--- config.mk ---
export PLATFORM = sky130hd
export DESIGN_NAME = spi_shift_engine
export DESIGN_NICKNAME = d
export VERILOG_FILES = /design/src/rtl/spi_eng_pkg.sv /design/src/rtl/spi_cfg_decode.sv /design/src/rtl/spi_half_timer.sv /design/src/rtl/spi_rx_shift.sv /design/src/rtl/spi_shift_engine.sv
export SDC_FILE = /design/constraint.sdc
export NUM_CORES = 1
export LEC_CHECK = 0
export ABC_AREA = 0
export BUFFER_PORTS_ARGS = -buffer_cell sky130_fd_sc_hd__buf_2
export CELL_PAD_IN_SITES_DETAIL_PLACEMENT = 1
export CELL_PAD_IN_SITES_GLOBAL_PLACEMENT = 2
export CORE_MARGIN = 5
export CORE_UTILIZATION = 40
export CTS_CLUSTER_DIAMETER = 40
export DETAILED_ROUTE_END_ITERATION = 8
export PLACE_DENSITY_LB_ADDON = 0.1
export SLEW_MARGIN = 20
export SYNTH_ARGS = -nofsm -noshare
export SYNTH_HDL_FRONTEND = slang
export SYNTH_SLANG_ARGS = --single-unit
--- constraint.sdc ---
create_clock -name clk -period 7.35 [get_ports clk]
set_clock_uncertainty 0.15 [all_clocks]
set_input_delay 0.735 -clock clk [delete_from_list [all_inputs] [get_ports clk]]
set_output_delay 0.735 -clock clk [all_outputs]
set_load 0.02 [all_outputs]
--- src/rtl/spi_eng_pkg.sv ---
package spi_eng_pkg;

    localparam int WORD_W  = 32;
    localparam int LEN_W   = 6;
    localparam int RATIO_W = 8;
    localparam int HALF_W  = RATIO_W - 1;
    localparam int EDGE_W  = LEN_W + 1;
    localparam int IDX_W   = $clog2(WORD_W);

    typedef enum logic [1:0] {
        ST_IDLE,
        ST_LEAD,
        ST_SHIFT,
        ST_TAIL
    } eng_state_t;

    typedef struct packed {
        logic [HALF_W-1:0] half;
        logic [1:0]        lead;
        logic [LEN_W-1:0]  txl;
        logic [LEN_W-1:0]  rxl;
        logic              lsb;
        logic              cap;
        logic              idle;
    } eng_cfg_t;

    function automatic logic [LEN_W-1:0] eff_len(input logic [LEN_W-1:0] v);
        if (v == '0 || v > LEN_W'(WORD_W))
            return LEN_W'(WORD_W);
        return v;
    endfunction

    function automatic logic pick_bit(input logic [WORD_W-1:0] w,
                                      input logic [LEN_W-1:0]  len,
                                      input logic [LEN_W-1:0]  idx,
                                      input logic              lsb);
        logic [LEN_W-1:0] sel;
        sel = lsb ? idx : (len - idx - LEN_W'(1));
        return w[sel[IDX_W-1:0]];
    endfunction

endpackage

--- src/rtl/spi_cfg_decode.sv ---
module spi_cfg_decode
    import spi_eng_pkg::*;
(
    input  logic [RATIO_W-1:0] ratio,
    input  logic               cap_fall,
    input  logic               idle_high,
    input  logic               clk_delay,
    input  logic               start_fall,
    input  logic [LEN_W-1:0]   tx_len,
    input  logic [LEN_W-1:0]   rx_len,
    input  logic [1:0]         fmt,
    output eng_cfg_t           cfg
);

    always_comb begin
        if (ratio < RATIO_W'(4))
            cfg.half = HALF_W'(2);
        else
            cfg.half = ratio[RATIO_W-1:1];

        if (!clk_delay)
            cfg.lead = 2'd0;
        else if (start_fall)
            cfg.lead = 2'd1;
        else
            cfg.lead = 2'd2;

        cfg.txl  = eff_len(tx_len);
        cfg.rxl  = eff_len(rx_len);
        cfg.lsb  = (fmt == 2'd1);
        cfg.cap  = cap_fall;
        cfg.idle = idle_high;
    end

endmodule

--- src/rtl/spi_half_timer.sv ---
module spi_half_timer #(
    parameter int W = 7
) (
    input  logic         clk,
    input  logic         rst_n,
    input  logic         load,
    input  logic [W-1:0] half,
    output logic         tick
);

    logic [W-1:0] cnt_q;

    always_ff @(posedge clk or negedge rst_n) begin
        if (!rst_n)
            cnt_q <= '0;
        else if (load || cnt_q == '0)
            cnt_q <= half - W'(1);
        else
            cnt_q <= cnt_q - W'(1);
    end

    assign tick = !load && (cnt_q == '0);

endmodule

--- src/rtl/spi_rx_shift.sv ---
module spi_rx_shift
    import spi_eng_pkg::*;
(
    input  logic              clk,
    input  logic              rst_n,
    input  logic              clear,
    input  logic              take,
    input  logic              bit_in,
    input  logic [LEN_W-1:0]  idx,
    input  logic [LEN_W-1:0]  rxl,
    input  logic              lsb,
    output logic [WORD_W-1:0] word
);

    always_ff @(posedge clk or negedge rst_n) begin
        if (!rst_n)
            word <= '0;
        else if (clear)
            word <= '0;
        else if (take && idx < rxl) begin
            if (lsb)
                word[idx[IDX_W-1:0]] <= bit_in;
            else
                word <= {word[WORD_W-2:0], bit_in};
        end
    end

endmodule

--- src/rtl/spi_shift_engine.sv ---
module spi_shift_engine
    import spi_eng_pkg::*;
#(
    parameter logic CS_RESET = 1'b1
) (
    input  logic               clk,
    input  logic               rst_n,
    input  logic               en,
    input  logic [RATIO_W-1:0] ratio,
    input  logic               cap_fall,
    input  logic               idle_high,
    input  logic               clk_delay,
    input  logic               start_fall,
    input  logic               frame_level,
    input  logic [LEN_W-1:0]   tx_len,
    input  logic [LEN_W-1:0]   rx_len,
    input  logic [1:0]         fmt,
    input  logic               tx_valid,
    output logic               tx_ready,
    input  logic [WORD_W-1:0]  tx_data,
    output logic               rx_valid,
    input  logic               rx_ready,
    output logic [WORD_W-1:0]  rx_data,
    output logic               sck,
    output logic               mosi,
    input  logic               miso,
    output logic               cs_out
);

    eng_state_t state_q, state_d;
    eng_cfg_t   cfg_in, cfg_q;

    logic [EDGE_W-1:0] edge_q;
    logic [LEN_W-1:0]  kcap_q;
    logic [1:0]        lead_q;
    logic [WORD_W-1:0] txw_q;
    logic [WORD_W-1:0] rx_word;
    logic [HALF_W-1:0] timer_half;
    logic              sck_q, mosi_q, rx_valid_q, cs_q;
    logic              tick, accept, sck_nx, cap_edge, last_edge, take;

    spi_cfg_decode u_dec (
        .ratio      (ratio),
        .cap_fall   (cap_fall),
        .idle_high  (idle_high),
        .clk_delay  (clk_delay),
        .start_fall (start_fall),
        .tx_len     (tx_len),
        .rx_len     (rx_len),
        .fmt        (fmt),
        .cfg        (cfg_in)
    );

    assign timer_half = (state_q == ST_IDLE) ? cfg_in.half : cfg_q.half;

    spi_half_timer #(.W(HALF_W)) u_tmr (
        .clk   (clk),
        .rst_n (rst_n),
        .load  (state_q == ST_IDLE),
        .half  (timer_half),
        .tick  (tick)
    );

    assign tx_ready  = (state_q == ST_IDLE) && en && !rx_valid_q;
    assign accept    = tx_ready && tx_valid;
    assign sck_nx    = ~sck_q;
    assign cap_edge  = (sck_nx == ~cfg_q.cap);
    assign last_edge = ((edge_q + EDGE_W'(1)) == {cfg_q.txl, 1'b0});
    assign take      = (state_q == ST_SHIFT) && tick && cap_edge;

    spi_rx_shift u_rx (
        .clk    (clk),
        .rst_n  (rst_n),
        .clear  (accept),
        .take   (take),
        .bit_in (miso),
        .idx    (kcap_q),
        .rxl    (cfg_q.rxl),
        .lsb    (cfg_q.lsb),
        .word   (rx_word)
    );

    // state register
    always_ff @(posedge clk or negedge rst_n) begin
        if (!rst_n)
            state_q <= ST_IDLE;
        else
            state_q <= state_d;
    end

    // transitions
    always_comb begin
        state_d = state_q;
        unique case (state_q)
            ST_IDLE:  if (accept)
                          state_d = (cfg_in.lead != 2'd0) ? ST_LEAD : ST_SHIFT;
            ST_LEAD:  if (tick && (lead_q + 2'd1) == cfg_q.lead)
                          state_d = ST_SHIFT;
            ST_SHIFT: if (tick && last_edge)
                          state_d = ST_TAIL;
            ST_TAIL:  if (tick)
                          state_d = ST_IDLE;
            default:  state_d = ST_IDLE;
        endcase
        if (!en)
            state_d = ST_IDLE;
    end

    // datapath and outputs
    always_ff @(posedge clk or negedge rst_n) begin
        if (!rst_n) begin
            cfg_q      <= '0;
            edge_q     <= '0;
            kcap_q     <= '0;
            lead_q     <= '0;
            txw_q      <= '0;
            sck_q      <= 1'b0;
            mosi_q     <= 1'b0;
            rx_valid_q <= 1'b0;
            rx_data    <= '0;
            cs_q       <= CS_RESET;
        end else begin
            cs_q <= frame_level;
            if (rx_valid_q && rx_ready)
                rx_valid_q <= 1'b0;
            if (!en) begin
                sck_q <= idle_high;
            end else begin
                unique case (state_q)
                    ST_IDLE: begin
                        sck_q <= idle_high;
                        if (accept) begin
                            cfg_q  <= cfg_in;
                            txw_q  <= tx_data;
                            edge_q <= '0;
                            kcap_q <= '0;
                            lead_q <= '0;
                            mosi_q <= pick_bit(tx_data, cfg_in.txl, '0, cfg_in.lsb);
                        end
                    end
                    ST_LEAD: begin
                        sck_q <= cfg_q.idle;
                        if (tick)
                            lead_q <= lead_q + 2'd1;
                    end
                    ST_SHIFT: begin
                        if (tick) begin
                            sck_q  <= sck_nx;
                            edge_q <= edge_q + EDGE_W'(1);
                            if (cap_edge)
                                kcap_q <= kcap_q + LEN_W'(1);
                            else if (kcap_q != '0 && kcap_q < cfg_q.txl)
                                mosi_q <= pick_bit(txw_q, cfg_q.txl, kcap_q, cfg_q.lsb);
                        end
                    end
                    ST_TAIL: begin
                        if (tick) begin
                            rx_valid_q <= 1'b1;
                            rx_data    <= rx_word;
                        end
                    end
                    default: sck_q <= idle_high;
                endcase
            end
        end
    end

    assign sck      = sck_q;
    assign mosi     = mosi_q;
    assign rx_valid = rx_valid_q;
    assign cs_out   = cs_q;

endmodule

==> reports/metrics.yaml, run 1 <==
path_clk_slew_ns: 0.06
synth-async-reset-ratio_pct: 100
wl_per_cell_um: 18.1
via_per_inst: 5.40
synthesis.yosys.warnings: 0
finalWorstSetupSlack_ns: 3.73
final_common_cell: "dfrtp_1"
grt_pass1_vias: 7033
combPwrFrac_pct: 35.8
rrSetupSlack_ns: 3.73
clockBufferDepth: 2
die_w_um: 153
max_stage_delay_ns: 0.64
synthAdderAreaFrac_pct: 4.06
hp-class: "in -> async"
synth_xor_area_share_pct: 2.23
fin_crit_ns: 3.62
clock.fmax_ghz: 0.276
path_max_fanout: 8
place_congestion: 0.814
place_hpwl_um: 15100
p_per_area_nw_per_um2: 331
io_buffers: 100
clkPwrFrac_pct: 28.7
switching_power_mw: 1.10
clockRootBuffer: "clkbuf_16"
core.rowCount: 52
yosysTopAreaCell: "dfrtp_1"
syn-num-nets: 931
cp-end-kind: "register"
avgSynthCellArea_um2: 9.76
synthCells: 840
crit_slowest_cell: "mux4_1"
route.detailed.drc: 0
drtPass1Iterations: 4
ctsResizeCount: 0
synth_top_family_by_area: "compound AO/OA/AOI/OAI gates"
drv_cap: 0
vias: 6444
ant_nets: 0
slew_headroom_pct: 37.9
track_usage_pct: 18.9
synth_area_um2: 8200
reg2reg_depth: 12
p_leak_nw: 4.38
postCtsSetupBuffers: 0
start_util_pct: 40.5
grt_pass1_wl_um: 36300
antenna_found_initial: 0
timing.rr.start: "kcap_q[0]"
start_kind: "register"
wl_um: 21600
p_seq_share_pct: 35.5
die_y_um: 153
cts_max_level: 4
final_hold_viol_count: 0
drt_iter0_markers: 247
whs_ns: 0.184
clk_latency_ns: 0.43
crit_chain: "inv_1, ha_1, inv_1, fa_1, xor2_1, nor2_1, a21oi_1, mux4_1, mux2i_1, a21oi_1, o22ai_1, o31ai_2"
nNetsFinal: 1001
peakVddDrop_v: 0.000152
yosys-top-cells-area: "dfrtp_1, mux2_2, nand2_1"
fin_crit_sh_pct: 49.2
finalNonFillerCells: 1193
crit_arrival_ns: 3.76
grt_max_degree: 79
synth_compound_area_share_pct: 15.1
place_inst: 1161
diodes: 0
status: "complete, no violations"
p_int_mw: 2.04
io_pins: 102
layout_common_cells: "dfrtp_1, nand2_1, buf_2, a21oi_1, mux2_2"
switching_share_pct: 35.0
core_um2: 20200
die-area_um2: 23500
setup_viol: 0
dominantRegCellSynth: "dfrtp_1"
numCtsBuffers: 17
p_total_mw: 3.14
synth_edf_count: 0
cts_tree: "yes"
grt_overflow: 0
area_delta_synth_final_pct: 15.7
r2r-end: "mosi"
setup-tns-final_ns: 0
worst_pin_slew_ns: 0.924
slew_viol_final: 0
drive_gt1_share_pct: 24.5
cts.sinks: 148
post-place-ws_ns: 3.73
path_class: "reg -> reg"
crit_required_ns: 7.49
rsz0062_at_grt: "false"
synth_top_area_share_pct: 44.9
postCtsHoldBufs: 0
yosysSeqAreaShare_pct: 45.2
synth.area.mux_share_pct: 14.6
synth.distinct_cells: 64
synthSimpleGateAreaFrac_pct: 14.7
ys_ff_latch: 148
worst max path at each step:
stage,start,end,slack [ns],cells past startpoint
floorplan,kcap_q[0],mosi,4.33,12
global placement,kcap_q[0],mosi,3.76,12
detailed placement,kcap_q[0],mosi,3.73,12
CTS,kcap_q[0],mosi,3.72,12
global route,kcap_q[0],mosi,3.60,12
finish,kcap_q[0],mosi,3.73,12
synth_stat cells, types with 3 or more instances:
| cell type | number |
|---|---|
| o31ai_1 | 5 |
| nand2_1 | 124 |
| xor2_1 | 6 |
| a21o_1 | 9 |
| clkbuf_1 | 33 |
| ha_1 | 25 |
| nand2b_1 | 16 |
| nand3_1 | 9 |
| nor2b_1 | 38 |
| a211oi_1 | 4 |
| xnor2_1 | 13 |
| mux2i_1 | 18 |
| nor2_1 | 20 |
| mux2_2 | 71 |
| o21ai_1 | 3 |
| and3_1 | 11 |
| o22ai_1 | 34 |
| nor3_1 | 11 |
| a21oi_1 | 86 |
| buf_1 | 9 |
| or3_1 | 3 |
| mux4_2 | 6 |
| o21ai_0 | 48 |
| inv_1 | 28 |
| buf_2 | 11 |
| dfrtp_1 | 147 |
| o2bb2ai_1 | 5 |
flip-flops by register name, indices dropped and copies added (netlist names), 2 cells and up:
register	flops
cfg_q	24
edge_q	7
kcap_q	6
lead_q	2
rx_data	32
state_q	2
txw_q	32
u_rx.word	32
u_tmr.cnt_q	7
stage by stage:
step	util (%)	cell area (um^2)
6_report	46.9	9490
5_1_grt	46.9	9490
4_1_cts	46.9	9490
3_5_place_dp	43.9	8880
3_3_place_gp	43.9	8880
2_1_floorplan	-	8200
layout make-up:
type | count | area (um^2)
inverters | 29 | 109
repair buffers | 106 | 552
fillers | 2304 | 10700
clock inverters | 11 | 150
flip-flops and latches | 148 | 3710
multi-input cells | 608 | 4170
well taps | 270 | 338
clock buffers | 21 | 460
logic make-up (layout without fill, tap and decap cells):
family / count (synthesis) / after routing
multiplexers: 99 / 99
flip-flops: 148 / 148
buffers and inverters: 84 / 167
adder cells (fa/ha/maj): 26 / 26
XOR/XNOR: 20 / 20
AO/OA/AOI/OAI: 213 / 213
AND/OR/NAND/NOR: 250 / 250
metal layers:
metal / share of wire (%) / vias to the layer above / GRT usage (%) / wire, um
met5: 0 / - / 0 / 0
met4: 1.4 / 0 / 5.01 / 303
met3: 3.1 / 23 / 3.70 / 674
met2: 50 / 105 / 32.8 / 10700
met1: 46 / 3221 / 24.1 / 9900
li1: - / 3095 / - / -
power groups by stage:
| stage | clock (mW) | sequential [mW] | combinational, mW |
|---|---|---|---|
| global placement | 0 | 1.12 | 1.10 |
| global route | 0.960 | 1.14 | 1.25 |
| CTS | 0.926 | 1.12 | 1.14 |
| finish | 0.901 | 1.11 | 1.12 |
| floorplan | 0 | 1.09 | 0.851 |
| detailed placement | 0 | 1.13 | 1.13 |
worst max-delay path: cells and delay by family (launching register included):
family	cells	cell delay [ns]
AOI/OAI and AO/OA	4	0.96
muxes	2	0.80
adders and majority gates	2	0.61
DFF	1	0.50
buffers and inverters	2	0.25
xor gates and xnor gates	1	0.18
and+or+nand+nor	1	0.05
Note: power is estimated with default switching activity, not from simulation.
==> inputs of run 2 (changes only) <==
--- a/config.mk
+++ b/config.mk
@@ -10,7 +10,7 @@
 export CELL_PAD_IN_SITES_DETAIL_PLACEMENT = 1
 export CELL_PAD_IN_SITES_GLOBAL_PLACEMENT = 2
 export CORE_MARGIN = 5
-export CORE_UTILIZATION = 40
+export CORE_UTILIZATION = 37
 export CTS_CLUSTER_DIAMETER = 40
 export DETAILED_ROUTE_END_ITERATION = 8
 export PLACE_DENSITY_LB_ADDON = 0.1
==> constraint.sdc (replaced) <==
create_clock -name clk -period 3.63 [get_ports clk]
set_clock_uncertainty 0.15 [all_clocks]
set_input_delay 0.363 -clock clk [delete_from_list [all_inputs] [get_ports clk]]
set_output_delay 0.363 -clock clk [all_outputs]
set_load 0.02 [all_outputs]
==> reports/metrics.yaml, run 2 (synthesized netlist as in run 1, its figures left out) <==
status: "complete, no violations"
grt_pass1_wl_um: 37900  # +4.4%
route.detailed.drc: 0  # unchanged
final.fill_count: 2510  # +8.9%
wl_um: 22600  # +4.7%
switching_power_mw: 2.26  # +110%
clk_latency_ns: 0.43  # about the same
crit_required_ns: 3.77  # -3.72 ns
io_buffers: 100  # unchanged
place_congestion: 0.777  # -4.5%
fin_crit_sh_pct: 84.6  # +35 points
drt_iter0_markers: 297  # +20%
start_util_pct: 37.6  # -3.0 points
finalNonFillerCells: 1216  # +1.9%
p_seq_share_pct: 34.6  # -0.9 points
ant_nets: 0  # unchanged
path_max_fanout: 8  # unchanged
start_kind: "register"
min_to: "txw_q[19]"
via_per_inst: 5.37  # -0.67%
grt_pass1_vias: 7185  # +2.2%
final_hold_viol_count: 0  # unchanged
die-area_um2: 25200  # +7.6%
cts_max_level: 4  # unchanged
core.rowCount: 54  # +3.8%
core_um2: 21800  # +7.9%
p_int_mw: 4.31  # +110%
postCtsHoldBufs: 2  # +2
wl_per_cell_um: 18.6  # +2.8%
numCtsBuffers: 17  # unchanged
track_usage_pct: 18.0  # -0.83 points
placed_area_um2: 8980  # +1.2%
p_leak_nw: 4.46  # +1.8%
switching_share_pct: 34.4  # -0.55 points
clockBufferDepth: 2  # unchanged
grt_max_degree: 75  # -5.1%
antenna_found_initial: 0  # unchanged
die_w_um: 159  # +3.7%
nNetsFinal: 1014  # +1.3%
diodes: 0  # unchanged
place_hpwl_um: 15900  # +5.0%
hp-class: "in -> reg"
combPwrFrac_pct: 35.7  # about the same
crit_arrival_ns: 3.21  # -0.55 ns
post-place-ws_ns: 0.552  # -3.18 ns
cts.sinks: 148  # unchanged
reg2reg_depth: 12  # unchanged
layout_common_cells: "dfrtp_1, nand2_1, buf_2, a21oi_1, mux2_2"
path_clk_slew_ns: 0.07  # about the same
cts_tree: "yes"
r2r-end: "mosi"
grt_overflow: 0  # unchanged
worst_pin_slew_ns: 0.974  # +0.0503 ns
slew_headroom_pct: 34.8  # -3.1 points
slew_viol_final: 0  # unchanged
ctsResizeCount: 0  # unchanged
final_cell_area_um2: 9650  # +1.7%
finalWorstSetupSlack_ns: 0.559  # -3.17 ns
peakVddDrop_v: 0.000302  # +98%
place_inst: 1182  # +1.8%
postCtsSetupBuffers: 0  # unchanged
whs_path_depth: 2
clock.fmax_ghz: 0.326  # +18%
fin_crit_ns: 3.07  # -0.547 ns
die_y_um: 159  # +3.7%
cp-end-kind: "register"
vias: 6524  # +1.2%
hold_path.startpoint: "tx_data[19]"
p_per_area_nw_per_um2: 681  # +110%
drtPass1Iterations: 4  # unchanged
drv_cap: 0  # unchanged
timing.rr.start: "kcap_q[0]"
drive_gt1_share_pct: 25.2  # +0.73 points
rsz0062_at_grt: "false"
io_pins: 102  # unchanged
setup_viol: 0  # unchanged
rrSetupSlack_ns: 0.56  # -3.17 ns
reg_top3: "rx_data x32, txw_q x32, u_rx.word x32"
clockRootBuffer: "clkbuf_16"
final_common_cell: "dfrtp_1"
clkPwrFrac_pct: 29.7  # +1.0 points
path_class: "reg -> reg"
whs_ns: 0.0329  # -0.152 ns
setup-tns-final_ns: 0  # unchanged
area_delta_synth_final_pct: 17.7
[run 2: cell types whose count changed in the layout (fill, tap and decap cells not counted), sizes merged]
cell / previous run / this run
buf: 106 / 117
clkinv: 5 / 4
bufinv: 3 / 5
clkbuf: 21 / 20
dlygate4sd3: 0 / 2
[run 2: how the worst max path moves through the flow]
stage / to / slack, ns / depth (start not counted) / startpoint
floorplan: mosi / 0.61 / 12 / kcap_q[0]
global placement: mosi / 0.60 / 12 / kcap_q[0]
detailed placement: mosi / 0.55 / 12 / kcap_q[0]
CTS: mosi / 0.54 / 12 / kcap_q[0]
global route: mosi / 0.27 / 12 / kcap_q[0]
finish: mosi / 0.56 / 12 / kcap_q[0]
[run 2: routing by layer]
metal,routed length (um),track usage (%),part of all wire (%)
met1,10300,23.1,45
met2,11400,31.8,50
met3,767,2.77,3.4
met4,237,4.61,1.0
met5,0,0,0
[run 2: worst max-delay path, cell delays in order, from the launching register on]
cell	delay (ns)
dfrtp_1	0.46
inv_1	0.16
ha_1	0.19
inv_1	0.06
fa_1	0.42
xor2_1	0.17
nor2_1	0.05
a21oi_1	0.19
mux4_1	0.57
mux2i_1	0.18
a21oi_1	0.09
o22ai_1	0.16
o31ai_2	0.08
[run 2: per-stage QoR]
step | util, % | power [mW]
after floorplan | - | 3.94
after global placement | 41.2 | 4.58
after detailed placement | 41.2 | 4.68
after CTS | 44.2 | 6.66
after global routing | 44.2 | 6.99
final | 44.2 | 6.57
[run 2: power groups by stage]
stage | clock network [mW] | registers, mW | logic [mW]
2_1_floorplan | 0 | 2.21 | 1.72
3_3_place_gp | 0 | 2.28 | 2.30
3_5_place_dp | 0 | 2.31 | 2.37
4_1_cts | 2.00 | 2.28 | 2.39
5_1_grt | 2.07 | 2.33 | 2.59
6_report | 1.95 | 2.27 | 2.34
[run 2: area by class of cell]
cell class	count	area, um^2	share of cell area, %
Clock buffer	20	437	4.53
Inverter	29	109	1.13
Clock inverter	12	205	2.13
Timing Repair Buffer	119	667	6.91
Sequential cell	148	3710	38.4
Multi-Input combinational cell	608	4170	43.3
Tap cell	280	350	3.63
==> inputs of run 3 (changes only) <==
--- a/config.mk
+++ b/config.mk
@@ -5,12 +5,12 @@
 export SDC_FILE = /design/constraint.sdc
 export NUM_CORES = 1
 export LEC_CHECK = 0
-export ABC_AREA = 0
+export ABC_AREA = 1
 export BUFFER_PORTS_ARGS = -buffer_cell sky130_fd_sc_hd__buf_2
 export CELL_PAD_IN_SITES_DETAIL_PLACEMENT = 1
 export CELL_PAD_IN_SITES_GLOBAL_PLACEMENT = 2
 export CORE_MARGIN = 5
-export CORE_UTILIZATION = 37
+export CORE_UTILIZATION = 30
 export CTS_CLUSTER_DIAMETER = 40
 export DETAILED_ROUTE_END_ITERATION = 8
 export PLACE_DENSITY_LB_ADDON = 0.1
==> constraint.sdc (replaced) <==
create_clock -name clk -period 2.55 [get_ports clk]
set_clock_uncertainty 0.15 [all_clocks]
set_input_delay 0.255 -clock clk [delete_from_list [all_inputs] [get_ports clk]]
set_output_delay 0.255 -clock clk [all_outputs]
set_load 0.02 [all_outputs]
==> reports/metrics.yaml, run 3 <==
status: "complete, no violations"
setup-tns-final_ns: 0  # unchanged
drv_cap: 0  # unchanged
max_stage_delay_ns: 0.48  # -0.09 ns
route.detailed.drc: 0  # unchanged
track_usage_pct: 17.5  # -0.51 points
rrSetupSlack_ns: 0.07  # -0.49 ns
path_class: "reg -> reg"
vias: 7905  # +21%
place_inst: 1622  # +37%
crit_chain: "inv_2, ha_4, inv_1, fa_1, o21ai_4, buf_6, o21ai_1, o22ai_1, nand2_1, nand3_1, nand3_2, nand3_2, nand2_1, inv_1, nand2_1, nand2_1"
final_cell_area_um2: 10700  # +11%
dominantRegCellSynth: "dfrtp_1"
path_clk_slew_ns: 0.07  # about the same
cp-endpoint: "mosi"
syn-num-nets: 1231  # +32%
cts_tree: "yes"
post-place-ws_ns: -0.0195  # -0.571 ns
timing.rr.start: "kcap_q[0]"
place_congestion: 0.769  # -0.99%
nNetsFinal: 1405  # +39%
reg_top3: "rx_data x32, txw_q x32, u_rx.word x32"
crit_arrival_ns: 2.69  # -0.52 ns
cp-end-kind: "register"
drtPass1Iterations: 4  # unchanged
placed_area_um2: 9580  # +6.6%
die_w_um: 177  # +11%
numCtsBuffers: 17  # unchanged
avgSynthCellArea_um2: 7.33  # -25%
final_hold_viol_count: 0  # unchanged
final.fill_count: 3466  # +38%
start_util_pct: 30.3  # -7.3 points
synthCells: 1140  # +36%
cts_max_level: 4  # unchanged
whs_ns: 0.00926  # -0.0237 ns
synth_top_area_share_pct: 44.0  # -0.87 points
cts.sinks: 148  # unchanged
clockRootBuffer: "clkbuf_16"
worst_pin_slew_ns: 0.870  # -0.104 ns
core_um2: 27600  # +27%
ys_ff_latch: 148  # unchanged
drt_iter0_markers: 271  # -8.8%
peakVddDrop_v: 0.000533  # +77%
fin_crit_ns: 2.48  # -0.591 ns
worstSetupStartpoint: "kcap_q[0]"
yosys-top-cells-area: "dfrtp_1, nand2_1, o21ai_0"
synth-async-reset-ratio_pct: 100  # unchanged
drive_gt1_share_pct: 16.6  # -8.6 points
fin_crit_sh_pct: 97.2  # +13 points
grt_pass1_wl_um: 43700  # +15%
yosysSeqAreaShare_pct: 44.3  # -0.87 points
wl_per_cell_um: 15.6  # -16%
final_common_cell: "nand2_1"
cp_num_cells: 16  # +4
r2r-end: "mosi"
wl_um: 26600  # +17%
post-route-util_pct: 38.8  # -5.4 points
io_pins: 102  # unchanged
slew_headroom_pct: 41.6  # +6.8 points
synth_edf_count: 0  # unchanged
setup_viol: 0  # unchanged
antenna_found_initial: 0  # unchanged
synth_area_um2: 8360  # +2.0%
clock.fmax_ghz: 0.403  # +24%
critPathBufInv: 4  # +2
synthesis.yosys.warnings: 0  # unchanged
crit_family: "adder cells"
grt_pass1_vias: 8275  # +15%
via_per_inst: 4.64  # -14%
p_per_area_nw_per_um2: 1030  # +52%
layout_common_cells: "nand2_1, o21ai_0, dfrtp_1, nor2_1, inv_1"
core.rowCount: 61  # +13%
grt_overflow: 0  # unchanged
finalNonFillerCells: 1705  # +40%
cpMostUsedCell: "nand2_1"
start_kind: "register"
area_delta_synth_final_pct: 28.4
die-area_um2: 31300  # +24%
synth.distinct_cells: 48  # -25%
grt_max_degree: 78  # +4.0%
die_y_um: 177  # +11%
crit_slowest_cell: "fa_1"
p_total_mw: 11.1  # +69%
yosysMostFrequentCell: "nand2_1"
slew_viol_final: 0  # unchanged
hp-class: "in -> reg"
place_hpwl_um: 19000  # +19%
reg2reg_depth: 16  # +4
synth_commonest_cells: "nand2_1, o21ai_0, dfrtp_1"
diodes: 0  # unchanged
io_buffers: 100  # unchanged
p_leak_nw: 5.22  # +17%
yosysTopAreaCell: "dfrtp_1"
clockBufferDepth: 2  # unchanged
crit_required_ns: 2.76  # -1.01 ns
clk_latency_ns: 0.43  # about the same
path_max_fanout: 5  # -3
finalWorstSetupSlack_ns: 0.0705  # -0.489 ns
ant_nets: 0  # unchanged
rsz0062_at_grt: "true"
==> run 3: changes by cell type after synthesis, sizes merged, moves of 12 or more <==
cell / delta
a21oi: -33
and3: -12
inv: +110
mux2: -70
mux2i: -20
nand2: +164
nand2b: -16
nand3: +67
nor2: +117
nor2b: -38
o21ai: +104
o22ai: -27
==> run 3: cells by family after synthesis <==
| family | count (synthesis) | share of synthesized area (%) |
|---|---|---|
| DFF | 148 | 44.3 |
| xor gates and xnor gates | 21 | 2.20 |
| AOI/OAI and AO/OA | 231 | 14.6 |
| buffers and inverters | 184 | 8.59 |
| muxes | 1 | 0.135 |
| adders and majority gates | 26 | 3.98 |
| and+or+nand+nor | 529 | 26.2 |
==> run 3: layer usage <==
layer | GRT usage (%) | routed length, um | up-vias
li1 | - | - | 4018
met1 | 23.0 | 12700 | 3770
met2 | 30.5 | 12900 | 94
met3 | 2.18 | 574 | 23
met4 | 4.84 | 420 | 0
met5 | 0 | 0 | -
==> run 3: repair_timing <==
action	4_1_cts	5_1_grt
buffers inserted	0	2
pin swaps	12	5
resized for setup	14	16
cloned	1	0
setup endpoints to repair	1	8
hold buffers	48	0
hold endpoints to repair	99	0
==> run 3: worst min-delay path, cell delays in order <==
cell and delay, ns:
buf_2 0.07, inv_1 0.04, nand2_1 0.08, nand2_1 0.05
nand2_1 0.05
==> run 3: worst min-delay path by stage <==
stage / from / to / slack (ns) / cells after the start
6_report: ratio[2] / cfg_q[18] / 0.009 / 5
5_1_grt: tx_data[19] / txw_q[19] / 0.03 / 3
4_1_cts: ratio[2] / cfg_q[18] / 0.005 / 5
3_5_place_dp: rst_n / cfg_q[19] / 0.15 / 1
3_3_place_gp: rst_n / cfg_q[18] / 0.14 / 1
2_1_floorplan: rst_n / cfg_q[0] / -0.19 / 0
==> run 3: final cells by class <==
| cell class | instances | area (um^2) | area share [%] |
|---|---|---|---|
| timing repair buffer | 199 | 1440 | 13.4 |
| tap | 378 | 473 | 4.41 |
| clock inverter | 13 | 121 | 1.13 |
| clock buffer | 19 | 443 | 4.13 |
| multi-input combinational | 808 | 4020 | 37.5 |
| sequential | 148 | 3710 | 34.5 |
| inverter | 140 | 528 | 4.92 |
==> run 3: where the power goes <==
part	switching (mW)	leakage [nW]	internal (mW)
Clock	1.10	0.263	1.38
Combinational	3.13	3.00	1.90
Sequential	0.484	1.95	3.10
Total	4.72	5.22	6.39
